==> config.mk <==
export PLATFORM = sky130hd
export DESIGN_NAME = i2c_reg_seq
export DESIGN_NICKNAME = d
export VERILOG_FILES = /design/src/rtl/i2c_reg_seq.sv
export SDC_FILE = /design/constraint.sdc
export NUM_CORES = 1
export LEC_CHECK = 0
export ABC_AREA = 1
export BUFFER_PORTS_ARGS = -buffer_cell sky130_fd_sc_hd__buf_2
export CORE_MARGIN = 5
export CORE_UTILIZATION = 30
export CTS_BUF_LIST = sky130_fd_sc_hd__clkbuf_4 sky130_fd_sc_hd__clkbuf_8
export DETAILED_ROUTE_END_ITERATION = 16
export GPL_TIMING_DRIVEN = 0
export PLACE_DENSITY_LB_ADDON = 0.08
export SLEW_MARGIN = 20
export SYNTH_ARGS = -nofsm -noshare
export SYNTH_HDL_FRONTEND = slang
export SYNTH_SLANG_ARGS = --single-unit
==> constraint.sdc <==
create_clock -name clk -period 2 [get_ports clk]
set_clock_uncertainty 0.1 [all_clocks]
set_input_delay 0.1 -clock clk [delete_from_list [all_inputs] [get_ports clk]]
set_output_delay 0.1 -clock clk [all_outputs]
set_load 0.01 [all_outputs]
==> src/rtl/i2c_reg_seq.sv <==
module i2c_reg_seq #(
  parameter int LEN_W     = 8,
  parameter int MAX_TRIES = 10,
  parameter int RETRY_GAP = 60000,
  parameter int POLL_GAP  = 5000,
  parameter int POLL_MAX  = 200
) (
  input  logic             clk,
  input  logic             rst_n,
  input  logic             req_valid,
  input  logic             req_read,
  input  logic [6:0]       req_dev,
  input  logic [7:0]       req_reg,
  input  logic [LEN_W-1:0] req_len,
  output logic             busy,
  output logic             done,
  output logic [2:0]       status,
  output logic             wr_req,
  input  logic             wr_valid,
  input  logic [7:0]       wr_data,
  output logic             rd_valid,
  output logic [7:0]       rd_data,
  output logic             cmd_valid,
  output logic [1:0]       cmd_op,
  output logic [7:0]       cmd_byte,
  input  logic             eng_done,
  input  logic             eng_nack,
  input  logic [7:0]       eng_rdata
);
  localparam int GMAX  = (RETRY_GAP > POLL_GAP) ? RETRY_GAP : POLL_GAP;
  localparam int GAP_W = $clog2(GMAX + 1);
  localparam int TRY_W = $clog2(MAX_TRIES + 1);
  localparam int PC_W  = $clog2(POLL_MAX + 1);
  localparam logic [1:0] OP_START = 2'd0, OP_STOP = 2'd1, OP_SEND = 2'd2, OP_RECV = 2'd3;
  localparam logic [2:0] ST_OK = 3'd0, ST_ADDR = 3'd1, ST_ZERO = 3'd2, ST_WREG = 3'd3, ST_POLL = 3'd4;

  typedef enum logic [4:0] {
    S_IDLE, S_START, S_ADDR, S_RGAP, S_REG, S_FETCH, S_WDATA, S_WSTOP,
    S_PGAP, S_PSTART, S_PADDR, S_PSTOP, S_Z1, S_Z2, S_FSTOP, S_FSTART,
    S_FADDR, S_RSTOP, S_RECV, S_ESTOP, S_DONE
  } state_t;

  state_t           state;
  logic             waiting, rd_mode, rd_phase;
  logic [6:0]       dev;
  logic [7:0]       regi, wbuf;
  logic [LEN_W-1:0] len, cnt;
  logic [TRY_W-1:0] tries;
  logic [PC_W-1:0]  pcnt;
  logic [GAP_W-1:0] gcnt;
  logic             is_cmd, last;

  assign busy   = (state != S_IDLE);
  assign done   = (state == S_DONE);
  assign wr_req = (state == S_FETCH);
  assign last   = (cnt == len - LEN_W'(1));

  always_comb begin
    is_cmd   = 1'b1;
    cmd_op   = OP_SEND;
    cmd_byte = 8'h00;
    case (state)
      S_START, S_PSTART, S_FSTART:            cmd_op = OP_START;
      S_WSTOP, S_PSTOP, S_FSTOP, S_RSTOP,
      S_ESTOP:                                cmd_op = OP_STOP;
      S_ADDR:                                 cmd_byte = {dev, rd_phase};
      S_PADDR, S_FADDR:                       cmd_byte = {dev, 1'b0};
      S_REG:                                  cmd_byte = regi;
      S_WDATA:                                cmd_byte = wbuf;
      S_Z1, S_Z2:                             cmd_byte = 8'h00;
      S_RECV: begin cmd_op = OP_RECV; cmd_byte = {7'd0, last}; end
      default:                                is_cmd = 1'b0;
    endcase
  end

  assign cmd_valid = is_cmd && !waiting;

  always_ff @(posedge clk or negedge rst_n) begin
    if (!rst_n) begin
      state <= S_IDLE; waiting <= 1'b0; rd_mode <= 1'b0; rd_phase <= 1'b0;
      dev <= '0; regi <= '0; wbuf <= '0; len <= '0; cnt <= '0;
      tries <= '0; pcnt <= '0; gcnt <= '0; status <= ST_OK;
      rd_valid <= 1'b0; rd_data <= '0;
    end else begin
      rd_valid <= 1'b0;
      if (cmd_valid) waiting <= 1'b1;
      case (state)
        S_IDLE: if (req_valid) begin
          dev <= req_dev; regi <= req_reg; len <= req_len; rd_mode <= req_read;
          cnt <= '0; tries <= '0; pcnt <= '0; rd_phase <= 1'b0;
          if (req_read && req_len == '0) begin status <= ST_ZERO; state <= S_DONE; end
          else state <= S_START;
        end
        S_FETCH: if (wr_valid) begin wbuf <= wr_data; state <= S_WDATA; end
        S_RGAP: if (gcnt == '0) state <= S_START; else gcnt <= gcnt - GAP_W'(1);
        S_PGAP: if (gcnt == '0) state <= S_PSTART; else gcnt <= gcnt - GAP_W'(1);
        S_DONE: state <= S_IDLE;
        default: if (waiting && eng_done) begin
          waiting <= 1'b0;
          case (state)
            S_START:  state <= S_ADDR;
            S_ADDR:
              if (!eng_nack) state <= rd_phase ? S_RECV : S_REG;
              else if (tries == TRY_W'(MAX_TRIES - 1)) begin status <= ST_ADDR; state <= S_DONE; end
              else begin tries <= tries + TRY_W'(1); gcnt <= GAP_W'(RETRY_GAP - 1); state <= S_RGAP; end
            S_REG:
              if (eng_nack) begin status <= rd_mode ? ST_ADDR : ST_WREG; state <= S_DONE; end
              else if (rd_mode) state <= S_RSTOP;
              else state <= (len == '0) ? S_WSTOP : S_FETCH;
            S_WDATA:
              if (eng_nack || last) state <= S_WSTOP;
              else begin cnt <= cnt + LEN_W'(1); state <= S_FETCH; end
            S_WSTOP:  begin gcnt <= GAP_W'(POLL_GAP - 1); state <= S_PGAP; end
            S_PSTART: state <= S_PADDR;
            S_PADDR:
              if (!eng_nack) state <= S_Z1;
              else begin pcnt <= pcnt + PC_W'(1); state <= S_PSTOP; end
            S_PSTOP:
              if (pcnt == PC_W'(POLL_MAX)) begin status <= ST_POLL; state <= S_DONE; end
              else begin gcnt <= GAP_W'(POLL_GAP - 1); state <= S_PGAP; end
            S_Z1:     state <= S_Z2;
            S_Z2:     state <= S_FSTOP;
            S_FSTOP:  state <= S_FSTART;
            S_FSTART: state <= S_FADDR;
            S_FADDR:  begin status <= ST_OK; state <= S_DONE; end
            S_RSTOP:  begin rd_phase <= 1'b1; tries <= '0; state <= S_START; end
            S_RECV: begin
              rd_valid <= 1'b1; rd_data <= eng_rdata;
              if (last) state <= S_ESTOP; else cnt <= cnt + LEN_W'(1);
            end
            S_ESTOP:  begin status <= ST_OK; state <= S_DONE; end
            default:  state <= S_IDLE;
          endcase
        end
      endcase
    end
  end


  cmd_once_chk: assert property (@(posedge clk) disable iff (!rst_n) cmd_valid |=> !cmd_valid);

  tries_bound_chk: assert property (@(posedge clk) disable iff (!rst_n) tries < TRY_W'(MAX_TRIES));

  wr_hold_chk: assert property (@(posedge clk) disable iff (!rst_n) (wr_req && !wr_valid) |=> wr_req);

  poll_bound_chk: assert property (@(posedge clk) disable iff (!rst_n) pcnt <= PC_W'(POLL_MAX));

  rd_in_txn_chk: assert property (@(posedge clk) disable iff (!rst_n) rd_valid |-> (busy && rd_mode));

  zero_len_chk: assert property (@(posedge clk) disable iff (!rst_n)
    (req_valid && !busy && req_read && req_len == '0) |=> (done && status == ST_ZERO));

  done_end_chk: assert property (@(posedge clk) disable iff (!rst_n) done |=> !busy);
endmodule

After elaboration in Yosys (flattened, before gate mapping). Cells that the tools add are included.

$add $sub $neg: 5. Eq/ne operators: 40. Muxes and demuxes: 64. Bitwise logic cells: 3. Reduce and logical (&&, ||, !) cells: 39.

Operators with widths (count): $mux W16 (5); $pmux W5 S15 (1); $mux W5 (13); $mux W8 (7); $pmux W16 S3 (1); $pmux W8 S2 (3); $eq A5 B4 Y1 const B (8); $pmux W8 S5 (1); $pmux W16 S2 (1); $ne A3 B3 Y1 const B (9); $eq A5 B5 Y1 const B (5); $pmux W5 S5 (1); $mux W3 (8); $eq A5 B3 Y1 const B (4); $reduce_and A6 Y1 (3); $add A8 B1 Y8 const B (2); $logic_not A16 Y1 (1); $logic_not A8 Y1 (2); $mux W4 (4); $pmux W4 S2 (2); $reduce_or A16 Y1 (1); $sub A16 B1 Y16 const B (1); $pmux W3 S4 (1); $eq A5 B2 Y1 const B (2); other kinds (35) (65).

Bits in registers: 87. Input port bits: 46. Output and inout bits: 26. Word-level logic and storage cells: 166.

Depth between registers and ports, before layout. Gate-level depths: netlist of the first run.

Word-level depth: 7. Mapped depth: 15. Gate-level depth less buffers: 15.

Worst setup path after synthesis of the first run. OpenSTA, ideal clock, no wires.

Kind: flip-flop to flip-flop. From: reg gcnt[0]. To: reg state[3]. Library setup time: 76 ps. Data arrival time: 1810 ps. Required time: 1824 ps. Slack: 14 ps. Cell stages (with the launch flop): 13. Buffers on the path: 1. Period minus slack after synthesis: 1986 ps. Path through: dfrtp_1 inv_1 ha_1 inv_1 nor3_1 nand2_1 inv_1 a22oi_2 nor3_1 and2_1 buf_4 o21ai_0 o21ai_1.

Cells in the longest elaborated chain, start to end: 3. Elaborated cells between the ends (all ways): 4. Those cells by class: eq/ne: 2; reduce/logical: 2.

Ends and longest elaborated chain: start: declaration (RTL line 50) `logic [GAP_W-1:0] gcnt;`; start signal: assignment (RTL line 82) `tries <= '0; pcnt <= '0; gcnt <= '0; status <= ST_OK;`; start signal: assignment (RTL line 95) `S_RGAP: if (gcnt == '0) state <= S_START; else gcnt <= gcnt - GAP_W'(1);`; start signal: assignment (RTL line 96) `S_PGAP: if (gcnt == '0) state <= S_PSTART; else gcnt <= gcnt - GAP_W'(1);`; $logic_not A16 Y1 * (RTL line 95, 96); $ne A2 B2 Y1 (no line); $reduce_and A6 Y1 (no line) *; end signal: assignment (RTL line 103) `if (!eng_nack) state <= rd_phase ? S_RECV : S_REG;`; end signal: assignment (RTL line 109) `else state <= (len == '0) ? S_WSTOP : S_FETCH;`; end: declaration (RTL line 43) `state_t state;`.

Every way passes the cells marked *; elsewhere a longest branch is shown, timed or not. A chain may end at the register's enable or synchronous reset.

Worst setup path after layout of the first run.
From: reg len[1]. To: out cmd_byte[0].

Cells in the longest elaborated chain, start to end: 3.

Ends and longest elaborated chain: start: declaration (RTL line 47) `logic [LEN_W-1:0] len, cnt;`; start signal: assignment (RTL line 89) `dev <= req_dev; regi <= req_reg; len <= req_len; rd_mode <= req_read;`; $sub A8 B1 Y8 (RTL line 56) `assign last = (cnt == len - LEN_W'(1));`; $eq A8 B8 Y1 (RTL line 56); $pmux W8 S5 (RTL line 62) `case (state)`; end: declaration (RTL line 25) `output logic [7:0] cmd_byte,`.

No other way between the ends.

==> flow_metrics.env, run 1 <==
export IMPL_outcome="complete, but fails checks"
export IMPL_failing_checks="negative setup slack"
export IMPL_holdWs_ns=0.0544
export IMPL_fmax_mhz=447
export IMPL_timing_critical_path_required_ns=1.80
export IMPL_worst_slew_pin_slew_ns=0.596
export IMPL_antenna_found_initial=0
export IMPL_totalWireLength_um=16500
export IMPL_ys_async_sr_fraction_pct=100
export IMPL_timing_critical_path_fanout_max=3
export IMPL_cts_htree_levels=3
export IMPL_synth_seq_area_share_pct=41.8
export IMPL_max_slew_margin_rel_pct=60.3
export IMPL_synth_warning_count=0
export IMPL_layout_drive_gt1_share_pct=33.1
export IMPL_synth_seq_cells=87
export IMPL_route_detailed_drc=0
export IMPL_setup_worst_path_class="register to primary output"
export IMPL_post_synth_top_area_cell="sky130_fd_sc_hd__dfrtp_1"
export IMPL_post_synth_cell_area_avg_sq_um=7.27
export IMPL_wire_length_of_the_first_global_routing_pass_um=27000
export IMPL_cts_sinks=87
export IMPL_mappedNetlistNets=769
export IMPL_clk_pin_slew_worst_paths_ns=0.09
export IMPL_die_area_sq_um=20100
export IMPL_most_common_layout_cells="sky130_fd_sc_hd__nand2_1 (203), sky130_fd_sc_hd__dfrtp_1 (83), sky130_fd_sc_hd__buf_2 (70)"
export IMPL_worstHoldPathType="input port to register"
export IMPL_drtAntennaViolNets=0
export IMPL_pin_count=72
export IMPL_multiInputGateArea_sq_um=3190
export IMPL_syn_area_sq_um=5210
export IMPL_filler_cell_count=1758
export IMPL_route_detailed_vias_per_inst=4.74
export IMPL_number_of_failing_setup_endpoints_in_the_final_timing_report=38
export IMPL_synth_enable_flop_cells=0
export IMPL_grt_setup_unrepaired="true"
export IMPL_clock_tree_buffer_depth=2
export IMPL_worst_skew_pair_late_latency_ns=0.39
export IMPL_layout_worst_path_cycle_share_pct=112
export IMPL_die_height_um=142
export IMPL_routed_wire_length_per_instance_um=14.6
export IMPL_worst_setup_path_start_kind="register"
export IMPL_detailroute_via_count=5363
export IMPL_detailedRoute_firstIterationViolations=226
export IMPL_final_common_cell="sky130_fd_sc_hd__nand2_1"
export IMPL_cts_tree="built"
export IMPL_setup_worst_path_end_class="primary output"
export IMPL_final_max_slew_violation_count=0
export IMPL_hpwlAfterDp_um=11300
export IMPL_start_util_pct=30.3
export IMPL_placedCellCount=1013
export IMPL_synthDistinctLibCells=45
export IMPL_finished_layout_cells=1132
export IMPL_main_flop_type_after_synthesis="sky130_fd_sc_hd__dfrtp_1"
export IMPL_drtPass1Iterations=4
export IMPL_first_global_vias=5370
export IMPL_layout_area_seq_sq_um=2180
export IMPL_cp_data_arrival_time_ns=2.04
export IMPL_grt_total_usage_pct=16.8
export IMPL_placementRows=48
export IMPL_cts_buffers_inserted=9
export IMPL_finalNetCount=954
export IMPL_worst_path_largest_cell_delay_ns=0.38
export IMPL_cpMaxStageDelayCell="sky130_fd_sc_hd__dfrtp_1"
export IMPL_synth_top_cell_area_share_pct=41.8
export IMPL_areaGrowthSynthToFinish_pct=45.1
export IMPL_global_route_overflow=0
export IMPL_synth_top_cells_by_area="sky130_fd_sc_hd__dfrtp_1 (42%), sky130_fd_sc_hd__nand2_1 (17%), sky130_fd_sc_hd__nor2_1 (5.9%), sky130_fd_sc_hd__inv_1 (5.3%), sky130_fd_sc_hd__nand3_1 (3.7%)"
export IMPL_port_buffer_count=71
export IMPL_gpl_wtd_cong=0.863
export IMPL_worst_path_setup_slack_after_routing_ns=-0.236
export IMPL_netlist_instances=716
export IMPL_series_of_cell_instances_along_the_critical_path="inv_2, ha_4, inv_2, nand2_2, nand2_2, nor2_4, nand3_2, nor3_2, nand3_2, o2111ai_2, buf_2"
export IMPL_ir_worst_vdd_mv=0.337
export IMPL_period_minus_slack_ns=2.24
export IMPL_ctsRootBufferMaster="sky130_fd_sc_hd__clkbuf_8"
export IMPL_grt_start_max_net_pins=50
export IMPL_p_leak_uw=0.00385
export IMPL_core_area_sq_um=17200
export IMPL_power_density_cell_area_nw_per_um2=433
export IMPL_number_of_hold_violations_in_the_final_report=0
export IMPL_max_cap_violations=0
export IMPL_width_of_the_chip_um=142
## synthesized netlist by cell type (4+ instances only)
| cell type | n |
|---|---|
| sky130_fd_sc_hd__a21oi_1 | 19 |
| sky130_fd_sc_hd__clkbuf_1 | 8 |
| sky130_fd_sc_hd__dfrtp_1 | 87 |
| sky130_fd_sc_hd__ha_1 | 7 |
| sky130_fd_sc_hd__inv_1 | 73 |
| sky130_fd_sc_hd__inv_2 | 8 |
| sky130_fd_sc_hd__mux2_2 | 8 |
| sky130_fd_sc_hd__nand2_1 | 229 |
| sky130_fd_sc_hd__nand3_1 | 39 |
| sky130_fd_sc_hd__nand4_1 | 19 |
| sky130_fd_sc_hd__nor2_1 | 82 |
| sky130_fd_sc_hd__nor2_2 | 9 |
| sky130_fd_sc_hd__nor2_4 | 4 |
| sky130_fd_sc_hd__nor3_1 | 12 |
| sky130_fd_sc_hd__o21ai_0 | 25 |
| sky130_fd_sc_hd__o21ai_1 | 22 |
| sky130_fd_sc_hd__xnor2_1 | 6 |
| sky130_fd_sc_hd__xor2_1 | 16 |
## registers in the layout (all words and copies together) (netlist names)
name,flops
rd_valid,1
rd_mode,1
cnt,8
regi,8
status,3
wbuf,8
rd_data,8
gcnt,16
dev,7
waiting,1
pcnt,8
tries,4
state,5
rd_phase,1
len,8
## path summary, 6_finish.rpt
| kind | slack (ns) | from | depth (start not counted) | end |
|---|---|---|---|---|
| min in group asynchronous | 0.06 | rst_n | 2 | gcnt[14] |
| hold reg to reg | 0.37 | rd_data[3] | 2 | rd_data[3] |
| setup / recovery | -0.24 | len[1] | 11 | cmd_byte[0] |
| hold / removal | 0.05 | req_valid | 4 | pcnt[7] |
| setup reg to reg | -0.20 | len[1] | 16 | state[2] |
| max in group asynchronous | 1.14 | rst_n | 3 | len[6] |
## layout make-up
| type | instances | share of cell area (%) |
|---|---|---|
| Tap cell | 225 | 3.73 |
| Multi-Input combinational cell | 536 | 42.2 |
| Antenna cell | 1 | 0.0331 |
| Buffer | 13 | 1.52 |
| Sequential cell | 87 | 28.9 |
| Clock buffer | 10 | 1.74 |
| Inverter | 81 | 4.21 |
| Clock inverter | 6 | 0.580 |
| Timing Repair Buffer | 173 | 17.1 |
## per-layer routing
metal  part of all wire, %  GRT usage (%)  vias up  wire [um]
met5                     0              0        -          0
met1                    45           21.4     2534       7360
li1                      -              -     2685          -
met4                   2.0           5.56        0        332
met3                   5.0           3.74       26        830
met2                    48           28.1      118       8000
## power breakdown
group / internal, uW / total (uW) / leakage [uW] / switching (uW)
Combinational: 134 / 267 / 0.00263 / 133
Clock: 475 / 1190 / 0.0000909 / 718
Sequential: 1790 / 1810 / 0.00112 / 22.9
Total: 2400 / 3270 / 0.00385 / 874
## worst max-delay path, delay by kind of cell (launching register included)
kind / cells / cell delay, ns
flops: 1 / 0.38
simple gates: 6 / 0.54
buf+inv: 3 / 0.25
compound gates: 1 / 0.21
fa+ha+maj: 1 / 0.26
## cells by family (layout without fill, tap and decap cells)
logic type	count (synthesis)	in the layout	share of synthesized area (%)
compound gates	83	83	8.92
simple gates	414	415	34.7
xor+xnor	23	23	4.13
flops	87	87	41.8
buf+inv	94	283	7.04
mux	8	8	1.73
other cells	0	1	0
fa+ha+maj	7	7	1.68
## metrics by stage
| stage | cell area [sq um] | setup slack (ns) | setup TNS (ns) | power, uW | util, % |
|---|---|---|---|---|---|
| 5_1_grt | 7550 | -0.378 | -9.56 | 3450 | 44.0 |
| 4_1_cts | 7180 | -0.308 | -3.50 | 3330 | 41.8 |
| 3_3_place_gp | 5840 | -0.483 | -39.61 | 2020 | 34.0 |
| 3_5_place_dp | 5880 | -0.518 | -23.73 | 2030 | 34.2 |
| 2_1_floorplan | 5210 | 0.0142 | 0 | 1910 | - |
| 6_report | 7560 | -0.236 | -4.40 | 3270 | 44.0 |
## timing repair
| action | 4_1_cts | 5_1_grt |
|---|---|---|
| hold endpoints to repair | 127 | 0 |
| gates resized for setup | 115 | 77 |
| hold buffers | 41 | 0 |
| gates cloned | 4 | 0 |
| endpoints found under the setup margin | 85 | 96 |
| buffers inserted | 38 | 20 |
| pin swaps | 26 | 27 |
(Power assumes the default switching activity.)
==> run 2: changes to the inputs <==
--- a/config.mk
+++ b/config.mk
@@ -7,8 +7,9 @@
 export LEC_CHECK = 0
 export ABC_AREA = 1
 export BUFFER_PORTS_ARGS = -buffer_cell sky130_fd_sc_hd__buf_2
+export CORE_ASPECT_RATIO = 1.1
 export CORE_MARGIN = 5
-export CORE_UTILIZATION = 30
+export CORE_UTILIZATION = 54
 export CTS_BUF_LIST = sky130_fd_sc_hd__clkbuf_4 sky130_fd_sc_hd__clkbuf_8
 export DETAILED_ROUTE_END_ITERATION = 16
 export GPL_TIMING_DRIVEN = 0
==> flow_metrics.env, run 2 (synthesis results as in run 1) <==
export IMPL_p_leak_uw=0.00391
export IMPL_cts_buffers_inserted=9
export IMPL_cts_tree="built"
export IMPL_cpMaxStageDelayCell="sky130_fd_sc_hd__dfrtp_2"
export IMPL_wire_length_of_the_first_global_routing_pass_um=25700
export IMPL_first_global_vias=5483
export IMPL_totalWireLength_um=17600
export IMPL_die_height_um=113
export IMPL_timing_critical_path_fanout_max=5
export IMPL_route_detailed_vias_per_inst=5.67
export IMPL_series_of_cell_instances_along_the_critical_path="buf_6, nand3_4, nor2_4, nor2_1, nand3_1, inv_2, nand3_2, nor4_4, nor2_1, buf_2"
export IMPL_max_cap_violations=0
export IMPL_placementRows=37
export IMPL_setup_worst_path_end_class="primary output"
export IMPL_clock_tree_buffer_depth=2
export IMPL_setup_worst_path_class="register to primary output"
export IMPL_port_buffer_count=71
export IMPL_outcome="complete, but fails checks"
export IMPL_grt_start_max_net_pins=52
export IMPL_cp_data_arrival_time_ns=2.16
export IMPL_power_density_cell_area_nw_per_um2=459
export IMPL_drtAntennaViolNets=0
export IMPL_power_internal_uw=2690
export IMPL_die_area_sq_um=11700
export IMPL_clk_pin_slew_worst_paths_ns=0.09
export IMPL_layout_area_seq_sq_um=2180
export IMPL_worst_path_largest_cell_delay_ns=0.46
export IMPL_cts_sinks=87
export IMPL_filler_cell_count=583
export IMPL_worst_slew_pin_slew_ns=0.691
export IMPL_multiInputGateArea_sq_um=3280
export IMPL_antenna_found_initial=0
export IMPL_antenna_diode_count=0
export IMPL_worstHoldPathType="input port to register"
export IMPL_number_of_hold_violations_in_the_final_report=0
export IMPL_layout_drive_gt1_share_pct=34.5
export IMPL_clkPwrFrac_pct=40.7
export IMPL_final_max_slew_violation_count=0
export IMPL_global_route_overflow=0
export IMPL_areaGrowthSynthToFinish_pct=46.3
export IMPL_cts_htree_levels=3
export IMPL_worst_skew_pair_late_latency_ns=0.37
export IMPL_detailroute_via_count=5801
export IMPL_timing_critical_path_required_ns=1.80
export IMPL_failing_checks="negative setup slack"
export IMPL_largest_register_ffs=16
export IMPL_ir_worst_vdd_mv=0.345
export IMPL_worst_path_most_repeated_cell="sky130_fd_sc_hd__nor2_1"
export IMPL_netSwitchingFraction_pct=23.0
export IMPL_worst_path_setup_slack_after_routing_ns=-0.356
export IMPL_worst_setup_path_start_kind="register"
export IMPL_most_common_layout_cells="sky130_fd_sc_hd__nand2_1 (190), sky130_fd_sc_hd__dfrtp_1 (82), sky130_fd_sc_hd__buf_2 (68)"
export IMPL_largest_register="gcnt"
export IMPL_drtPass1Iterations=5
export IMPL_finalNetCount=956
export IMPL_detailedRoute_firstIterationViolations=419
export IMPL_width_of_the_chip_um=104
export IMPL_start_util_pct=55.4
export IMPL_grt_setup_unrepaired="true"
export IMPL_period_minus_slack_ns=2.36
export IMPL_max_slew_margin_rel_pct=54.0
export IMPL_fmax_mhz=424
export IMPL_core_area_sq_um=9400
export IMPL_p_comb_share_pct=7.5
export IMPL_postLayoutCoreUtil_pct=81.0
export IMPL_grt_total_usage_pct=26.7
export IMPL_route_detailed_drc=0
export IMPL_hpwlAfterDp_um=9920
export IMPL_power_frac_seq_pct=51.8
export IMPL_routed_wire_length_per_instance_um=17.2
export IMPL_gpl_wtd_cong=0.926
export IMPL_net_switching_power_uw=806
export IMPL_pin_count=72
export IMPL_number_of_failing_setup_endpoints_in_the_final_timing_report=54
export IMPL_layout_worst_path_cycle_share_pct=118
export IMPL_final_common_cell="sky130_fd_sc_hd__nand2_1"
export IMPL_place_worst_setup_slack_ns=-0.450
export IMPL_ctsRootBufferMaster="sky130_fd_sc_hd__clkbuf_8"
## run 2: cell count changes in the layout (fill, tap and decap cells not counted), moves of 3 or more
cell	before	now
sky130_fd_sc_hd__nand2_1	203	190
sky130_fd_sc_hd__nand3_2	5	10
sky130_fd_sc_hd__nor2_2	11	7
sky130_fd_sc_hd__inv_4	4	0
sky130_fd_sc_hd__nor2_1	61	64
sky130_fd_sc_hd__nand2_2	16	30
sky130_fd_sc_hd__buf_4	53	45
sky130_fd_sc_hd__buf_6	16	25
sky130_fd_sc_hd__inv_1	58	62
sky130_fd_sc_hd__nand3_1	32	28
## run 2: stage by stage
| step | hold WS [ns] | area [sq um] | TNS [ns] | power (uW) | instances |
|---|---|---|---|---|---|
| CTS | 0.0548 | 7040 | -3.63 | 3500 | 1004 |
| floorplan | -0.296 | 5210 | 0 | 1910 | 716 |
| global placement | 0.201 | 5710 | -17.43 | 2010 | 904 |
| detailed placement | 0.0846 | 5730 | -17.23 | 2020 | 905 |
| global route | 0.132 | 7620 | -11.40 | 3620 | 1024 |
| finish | 0.0598 | 7620 | -7.06 | 3500 | 1024 |
## run 2: path summary, 6_finish.rpt
path / startpoint / endpoint / slack, ns / depth (start not counted)
max: state[0] / cmd_valid / -0.36 / 10
min: req_valid / pcnt[3] / 0.06 / 4
max reg2reg: state[0] / state[3] / -0.27 / 15
min reg2reg: rd_data[7] / rd_data[7] / 0.38 / 2
max in group asynchronous: rst_n / state[1] / 0.92 / 3
min in group asynchronous: rst_n / gcnt[5] / 0.21 / 2
## run 2: per-layer routing
layer / part of all wire [%] / up-vias / routed length (um) / track usage (%)
met3: 7.5 / 65 / 1330 / 5.70
met1: 38 / 2755 / 6730 / 31.4
met5: 0 / - / 0 / 0
li1: - / 2673 / - / -
met2: 50 / 308 / 8840 / 46.5
met4: 4.2 / 0 / 737 / 12.5
## run 2: worst max-delay path, delay by kind of cell, from the launching register on
| kind | cells | cell delay, ns |
|---|---|---|
| and+or+nand+nor | 7 | 0.91 |
| DFF | 1 | 0.46 |
| buffers and inverters | 3 | 0.39 |
## run 2: power by group through the flow
stage	registers, uW	clock network [uW]	logic (uW)
6_report	1810	1420	262
5_1_grt	1810	1510	295
4_1_cts	1810	1440	252
3_5_place_dp	1840	0	174
3_3_place_gp	1840	0	164
2_1_floorplan	1840	0	70.6
## run 2: final cells by class
type,instances,share of cell area [%]
sequential,87,28.7
clock buffer,11,1.99
clock inverter,4,1.02
tap,117,1.92
inverter,81,4.25
multi-input combinational,537,43.0
timing repair buffer,174,17.7
buffer,13,1.45
## run 2: repair_timing
action                                 4_1_cts  5_1_grt
gates cloned                                 4        2
resized for setup                           98      124
buffers inserted                            39       19
hold buffers                                41        0
endpoints found under the hold margin       90        0
setup endpoints to repair                   83       85
pin swaps                                   32       47
==> run 3: changes to the inputs <==
--- a/config.mk
+++ b/config.mk
@@ -7,9 +7,11 @@
 export LEC_CHECK = 0
 export ABC_AREA = 1
 export BUFFER_PORTS_ARGS = -buffer_cell sky130_fd_sc_hd__buf_2
+export CELL_PAD_IN_SITES_DETAIL_PLACEMENT = 1
+export CELL_PAD_IN_SITES_GLOBAL_PLACEMENT = 1
 export CORE_ASPECT_RATIO = 1.1
 export CORE_MARGIN = 5
-export CORE_UTILIZATION = 54
+export CORE_UTILIZATION = 39
 export CTS_BUF_LIST = sky130_fd_sc_hd__clkbuf_4 sky130_fd_sc_hd__clkbuf_8
 export DETAILED_ROUTE_END_ITERATION = 16
 export GPL_TIMING_DRIVEN = 0
==> flow_metrics.env, run 3 (synthesis results as in run 1) <==
export IMPL_route_detailed_vias_per_inst=5.35
export IMPL_route_detailed_drc=0
export IMPL_reg2reg_depth=13
export IMPL_finalNetCount=964
export IMPL_detailroute_via_count=5756
export IMPL_layout_drive_gt1_share_pct=35.0
export IMPL_core_area_sq_um=13200
export IMPL_detailedRoute_firstIterationViolations=318
export IMPL_timing_critical_path_required_ns=1.80
export IMPL_totalWireLength_um=20600
export IMPL_place_worst_setup_slack_ns=-0.590
export IMPL_areaGrowthSynthToFinish_pct=48.2
export IMPL_power_frac_seq_pct=52.9
export IMPL_worst_setup_path_start_kind="register"
export IMPL_period_minus_slack_ns=2.33
export IMPL_grt_total_usage_pct=24.8
export IMPL_drtAntennaViolNets=0
export IMPL_clk_pin_slew_worst_paths_ns=0.09
export IMPL_final_max_slew_violation_count=0
export IMPL_netSwitchingFraction_pct=25.1
export IMPL_timing_critical_path_fanout_max=5
export IMPL_clock_tree_buffer_depth=2
export IMPL_antenna_diode_count=0
export IMPL_clkPwrFrac_pct=38.9
export IMPL_drtPass1Iterations=5
export IMPL_cts_buffers_inserted=9
export IMPL_wire_length_of_the_first_global_routing_pass_um=31200
export IMPL_cts_htree_levels=3
export IMPL_number_of_failing_setup_endpoints_in_the_final_timing_report=48
export IMPL_number_of_hold_violations_in_the_final_report=0
export IMPL_cp_data_arrival_time_ns=2.13
export IMPL_pin_count=72
export IMPL_most_common_layout_cells="sky130_fd_sc_hd__nand2_1 (190), sky130_fd_sc_hd__dfrtp_1 (82), sky130_fd_sc_hd__buf_2 (68)"
export IMPL_ctsRootBufferMaster="sky130_fd_sc_hd__clkbuf_8"
export IMPL_gpl_wtd_cong=0.920
export IMPL_outcome="complete, but fails checks"
export IMPL_power_internal_uw=2570
export IMPL_holdWs_ns=0.0704
export IMPL_global_route_overflow=0
export IMPL_worst_slew_pin_slew_ns=0.613
export IMPL_routed_wire_length_per_instance_um=19.2
export IMPL_fmax_mhz=430
export IMPL_start_util_pct=39.6
export IMPL_placedCellCount=949
export IMPL_p_comb_share_pct=8.2
export IMPL_worst_r2r_startpoint="state[0]"
export IMPL_grt_start_max_net_pins=46
export IMPL_reg2reg_to="state[3]"
export IMPL_cts_sinks=87
export IMPL_first_global_vias=6164
export IMPL_net_switching_power_uw=861
export IMPL_max_cap_violations=0
export IMPL_width_of_the_chip_um=120
export IMPL_finished_layout_cells=1076
export IMPL_worst_path_setup_slack_after_routing_ns=-0.327
export IMPL_port_buffer_count=71
export IMPL_die_area_sq_um=15800
export IMPL_layout_worst_path_cycle_share_pct=116
export IMPL_failing_checks="negative setup slack"
export IMPL_hpwlAfterDp_um=12200
export IMPL_final_common_cell="sky130_fd_sc_hd__nand2_1"
export IMPL_die_height_um=131
export IMPL_grt_setup_unrepaired="true"
export IMPL_p_leak_uw=0.00398
export IMPL_crit_path_end="cmd_valid"
export IMPL_worst_skew_pair_late_latency_ns=0.39
export IMPL_worstHoldPathType="input port to register"
export IMPL_max_slew_margin_rel_pct=59.1
export IMPL_largest_register="gcnt"
export IMPL_largest_register_ffs=16
export IMPL_placementRows=44
export IMPL_antenna_found_initial=0
export IMPL_setup_worst_path_class="register to primary output"
export IMPL_setup_worst_path_end_class="primary output"
export IMPL_ir_worst_vdd_mv=0.433
export IMPL_ff2ff_setup_slack_ns=-0.27
export IMPL_critPathLaunch="state[1]"
export IMPL_cts_tree="built"
export IMPL_power_density_cell_area_nw_per_um2=445
run 3: critical path: stages, from the launching register on:
cell                      delay, ns
sky130_fd_sc_hd__dfrtp_2       0.46
sky130_fd_sc_hd__inv_2         0.08
sky130_fd_sc_hd__nand2_4       0.11
sky130_fd_sc_hd__inv_2         0.08
sky130_fd_sc_hd__nand2_2       0.06
sky130_fd_sc_hd__nor2_1        0.05
sky130_fd_sc_hd__inv_1         0.08
sky130_fd_sc_hd__nand3_2       0.08
sky130_fd_sc_hd__inv_2         0.07
sky130_fd_sc_hd__nand3_2       0.08
sky130_fd_sc_hd__nor4_4        0.36
sky130_fd_sc_hd__nor2_1        0.08
sky130_fd_sc_hd__buf_2         0.15
run 3: layout make-up:
type / count / area, sq um
timing repair buffer: 184 / 1440
clock inverter: 4 / 55.1
tap: 161 / 201
inverter: 81 / 323
fill: 1601 / 5440
multi-input combinational: 536 / 3240
buffer: 12 / 114
sequential: 87 / 2180
clock buffer: 11 / 151
run 3: timing repair:
item	4_1_cts	5_1_grt
endpoints found under the hold margin	127	0
hold buffers	41	0
resized for setup	137	83
endpoints found under the setup margin	87	97
gates cloned	5	0
setup buffers	43	28
pin swaps	25	25
run 3: power by group through the flow:
stage	Combinational (uW)	Clock, uW	Sequential (uW)
floorplan	70.6	0	1840
global placement	170	0	1840
detailed placement	186	0	1850
CTS	263	1360	1810
global route	316	1420	1820
finish	281	1340	1810
run 3: per-stage QoR:
stage               util, %  power, uW  TNS, ns  area, sq um
floorplan                 -       1910        0         5210
global placement       43.8       2010   -28.61         5760
detailed placement     44.1       2030   -20.68         5800
CTS                    55.3       3430    -6.68         7280
global route           58.6       3550   -13.03         7710
finish                 58.6       3430    -8.20         7710
run 3: how the worst min path moves through the flow:
stage                           from  endpoint  slack (ns)  depth (start not counted)
after floorplan                rst_n    cnt[0]       -0.30                          0
after global placement    req_reg[4]   regi[4]        0.20                          3
after detailed placement       rst_n    len[0]       -0.03                          1
after CTS                  req_valid   pcnt[7]        0.04                          4
after global routing       req_valid   pcnt[7]        0.09                          4
final                      req_valid   pcnt[7]        0.07                          4
run 3: metal layers:
metal | track usage, % | vias up | wire, um
met4 | 10.6 | 0 | 849
met2 | 43.6 | 166 | 10800
met1 | 29.0 | 2835 | 8090
li1 | - | 2692 | -
met5 | 0 | - | 0
met3 | 5.25 | 63 | 879
